$ cat src/rtl/bank_addr_gen.sv
module bank_addr_gen #(
  parameter int FILE_W = 8,
  parameter int PAGE_W = 4,
  parameter int REG_W  = 8
) (
  input  logic                       clk,
  input  logic                       rst_n,
  input  logic [FILE_W-1:0]          file_field,
  input  logic                       page_mode,
  input  logic                       page_wr,
  input  logic [REG_W-1:0]           page_wdata,
  output logic [FILE_W+PAGE_W-1:0]   data_addr,
  output logic [REG_W-1:0]           page_q
);

  localparam int ADDR_W = FILE_W + PAGE_W;

  logic [PAGE_W-1:0] page_eff;
  logic              window_hi;

  always_ff @(posedge clk or negedge rst_n)
    if (!rst_n)       page_q <= '0;
    else if (page_wr) page_q <= page_wdata;

  assign window_hi = file_field[FILE_W-1];
  assign page_eff  = page_mode ? page_q[PAGE_W-1:0] : {PAGE_W{window_hi}};
  assign data_addr = {page_eff, file_field};

  logic armed;
  always_ff @(posedge clk or negedge rst_n)
    if (!rst_n) armed <= 1'b0;
    else        armed <= 1'b1;

  p_low_window_r2: assert property (@(posedge clk) disable iff (!rst_n)
    (!page_mode && file_field < FILE_W'(1 << (FILE_W-1))) |-> data_addr[ADDR_W-1:FILE_W] == '0);

  p_sfr_window_r3: assert property (@(posedge clk) disable iff (!rst_n)
    (!page_mode && file_field[FILE_W-1]) |-> &data_addr[ADDR_W-1:FILE_W-1]);

  p_paged_r4: assert property (@(posedge clk) disable iff (!rst_n)
    page_mode |-> (data_addr[FILE_W-1:0] == file_field &&
                   data_addr[ADDR_W-1:FILE_W] == page_q[PAGE_W-1:0]));

  p_load_r5: assert property (@(posedge clk) disable iff (!rst_n)
    (armed && page_wr) |=> page_q == $past(page_wdata));

  p_hold_r7: assert property (@(posedge clk) disable iff (!rst_n)
    (armed && !page_wr) |=> $stable(page_q));

endmodule

$ cat config.mk
export PLATFORM = sky130hd
export DESIGN_NAME = bank_addr_gen
export DESIGN_NICKNAME = d
export VERILOG_FILES = /design/src/rtl/bank_addr_gen.sv
export SDC_FILE = /design/constraint.sdc
export NUM_CORES = 1
export LEC_CHECK = 0
export ABC_AREA = 1
export BUFFER_PORTS_ARGS = -buffer_cell sky130_fd_sc_hd__buf_2
export CAP_MARGIN = 20
export CORE_AREA = 2 2 39 41
export DETAILED_ROUTE_END_ITERATION = 12
export DIE_AREA = 0 0 41 43
export PLACE_DENSITY = 0.7
export SYNTH_ARGS = -nofsm -noshare
export SYNTH_HDL_FRONTEND = slang
export SYNTH_SLANG_ARGS = --single-unit
$ cat constraint.sdc
create_clock -name clk -period 1 [get_ports clk]
set_input_delay 0.2 -clock clk [delete_from_list [all_inputs] [get_ports clk]]
set_output_delay 0.2 -clock clk [all_outputs]
set_load 0.01 [all_outputs]
==> flow_summary_export.csv <==
group,metric,value,unit
synthesis,syn-num-nets,72,
sta,fin_crit_sh,108,%
grt,grt_overflow,0,
floorplanning,ioPinCount,40,
floorplanning,initial_core_util,29.1,%
synthesis,synth_area_per_cell,7.75,um2
sta,setup_tns,-0.352,ns
final_layout,num_antenna_cells,0,
drt,postRouteAntennaNets,0,
min_path,min_path_type,"input pin to flip-flop",
sta,hold_violations,0,
synthesis,synthSimpleGateAreaFrac,30.7,%
grt,grtUsageTotal,9.63,%
worst_setup_path,worstSetupEndpoint,"data_addr[10]",
worst_setup_path,worstPathArrival,0.88,ns
worst_setup_path,crit_type,"flip-flop to primary output",
synthesis,synth_seq_cells,8,
worst_setup_path,r2r_slack,0.28,ns
cts,clkLatencyLatePin,0.24,ns
worst_setup_path,path_delay_family,"flip-flops",
cts,cts_tree,"built",
grt,grt_max_degree,10,
worst_setup_path,cp_common_cell,"nand2_1",
synthesis,ys_warn_count,0,
sta,relSlewSlack,88.3,%
cts,htreeDepth,1,
drt,vias_per_cell,4.09,
drt,first_pass_iters,2,
power,vdd_ir_drop_max,0.486,mV
final_layout,area_growth,36.3,%
floorplanning,core.rowCount,14,
sta,finalWorstSetupSlack,-0.0776,ns
synthesis,synth_top_area_share,49.7,%
power,power_density,1430,mW/mm2
place,gp_congestion,0.588,
sta,whs,0.144,ns
place,io_buffers,25,
place,dpl_cell_area,477,um2
synthesis,synth-xor-area-share,0,%
sta,period_needed,1.08,ns
flow_run,cap_violations,0,
cts,cts_sinks,8,
final_layout,drive_above_1_share,43.4,%
floorplanning,die_w,41,um
worst_setup_path,worst_path_largest_cell_delay,0.39,ns
drt,wirelength,793,um
cts,cts_buffers,3,
floorplanning,die_y,43,um
synthesis,syn_area,403,um2
worst_setup_path,worst-path-stages,3,
synthesis,yosysTopAreaCell,"dfrtp_1",
worst_setup_path,crit_start,"page_q[2]$_DFFE_PN0P_",
worst_setup_path,crit_path_end_kind,"primary output",
final_layout,largest_reg_flops,8,
synthesis,muxShareOfSynthArea,0,%
cts,cts_root_buf,"clkbuf_4",
grt,grt_first_pass_wirelength,1.11,mm
sta,drv_slew,0,
synthesis,synthTopCellsByArea,"dfrtp_1 (50%), nand2_1 (31%), buf_4 (15%)",
final_layout,top_regs,"page_q (8)",
worst_setup_path,cp_data_required_time,0.80,ns
grt,antenna_found_initial,0,
worst_setup_path,r2r_end,"page_q[1]$_DFFE_PN0P_",
drt,vias,376,
floorplanning,die-area,0.00176,mm2
cts,clockBufferDepth,2,
floorplanning,core_area,0.00138,mm2
sta,setup_viol,5,
drt,route.detailed.drc,0,
status,status,"complete, but fails checks",
worst_setup_path,cp-start-kind,"flip-flop",
worst_setup_path,worst-r2r-cell-count,3,
sta,max_freq,0.928,GHz
cts,clk_pin_slew,0.05,ns
sta,rsz0062_at_grt,"yes",
grt,first_global_vias,290,
worst_setup_path,crit_chain,"nand2_1 > nand2_1 > buf_2",
worst_setup_path,r2r_start,"page_q[1]$_DFFE_PN0P_",
synthesis,synth_compound_area_share,0,%
worst_setup_path,worst-path-buf-inv,1,
sta,tightest_slew,0.176,ns
synthesis,synth_cells,52,
place,dp_hpwl,622,um
worst_setup_path,crit_fanout,2,
worst_setup_path,critPathSlowestCell,"dfrtp_1",
synthesis,synth_top_family_by_area,"simple AND/OR/NAND/NOR gates",
drt,drtIter0Drc,4,
power,power.leakage,0.000348,uW
synthesis,seq_area_frac_synth,49.7,%
drt,wl_per_cell,8.62,um
sta,fin_skew,0,ns
power,p_total,785,uW
synthesis,synthAdderAreaFrac,0,%
status,violations,"setup timing",
final_layout,final_area,549,um2
synthesis,synth_cell_types,6,
final_layout,regMostFlops,"page_q",
final_layout,nets,98,
worst min path at each step:
stage / start / endpoint / slack (ns) / depth (start not counted)
3_3_place_gp: rst_n / page_q[2]$_DFFE_PN0P_ / 0.05 / 1
2_1_floorplan: rst_n / page_q[0]$_DFFE_PN0P_ / -0.1 / 0
4_1_cts: page_wdata[5] / page_q[5]$_DFFE_PN0P_ / 0.14 / 3
3_5_place_dp: rst_n / page_q[2]$_DFFE_PN0P_ / 0.05 / 1
5_1_grt: page_wdata[5] / page_q[5]$_DFFE_PN0P_ / 0.13 / 3
6_report: page_wdata[5] / page_q[5]$_DFFE_PN0P_ / 0.14 / 3
synthesized netlist by cell type (all sizes together):
library cell and n:
dfrtp 8, inv 2, buf 9, nand2 33
through the flow:
step	setup WS (ns)	std cells	utilization, %
floorplan	0.242	52	-
global placement	0.165	84	34.4
detailed placement	0.139	84	34.4
CTS	-0.0942	90	37.9
global route	-0.143	92	39.7
finish	-0.0776	92	39.7
worst min-delay path: stages:
cell and delay [ns]:
buf_2 0.07, nand2_1 0.04, nand2_1 0.05
timing repair:
action,CTS,global route
hold buffers,1,0
setup endpoints to repair,4,8
gates resized for setup,0,2
pin swaps,1,0
hold endpoints to repair,8,0
cloned,0,0
buffers inserted,2,2
logic make-up (layout without fill, tap and decap cells):
| group | count (synthesis) | in the layout |
|---|---|---|
| AND/OR/NAND/NOR | 33 | 33 |
| buffers and inverters | 11 | 35 |
| flip-flops | 8 | 8 |
where the power goes:
part | switching (uW) | leakage (uW) | internal, uW | total (uW)
combinational | 89.0 | 0.000237 | 90.5 | 179
clock | 99.5 | 0.0000138 | 137 | 236
sequential | 16.1 | 0.0000974 | 353 | 369
total | 205 | 0.000348 | 580 | 785
final cells by class:
cell class / instances / area (um2)
Tap cell: 16 / 20.0
Inverter: 2 / 7.51
Clock buffer: 3 / 22.5
Sequential cell: 8 / 200
Fill cell: 159 / 835
Timing Repair Buffer: 30 / 175
Multi-Input combinational cell: 33 / 124
routing by layer:
layer | part of all wire, % | vias up | GRT usage (%)
li1 | - | 195 | -
met5 | 0 | - | 0
met2 | 46 | 23 | 13.1
met1 | 40 | 158 | 11.3
met4 | 0 | 0 | 6.67
met3 | 13 | 0 | 4.71
layout by cell type (no fill, tap or decap):
cell type and n:
buf_2 24, buf_4 3, buf_6 2, clkbuf_4 3
dfrtp_1 8, dlygate4sd3_1 1, inv_1 1, inv_2 1
nand2_1 33
Note: power is estimated with default switching activity, not from simulation.
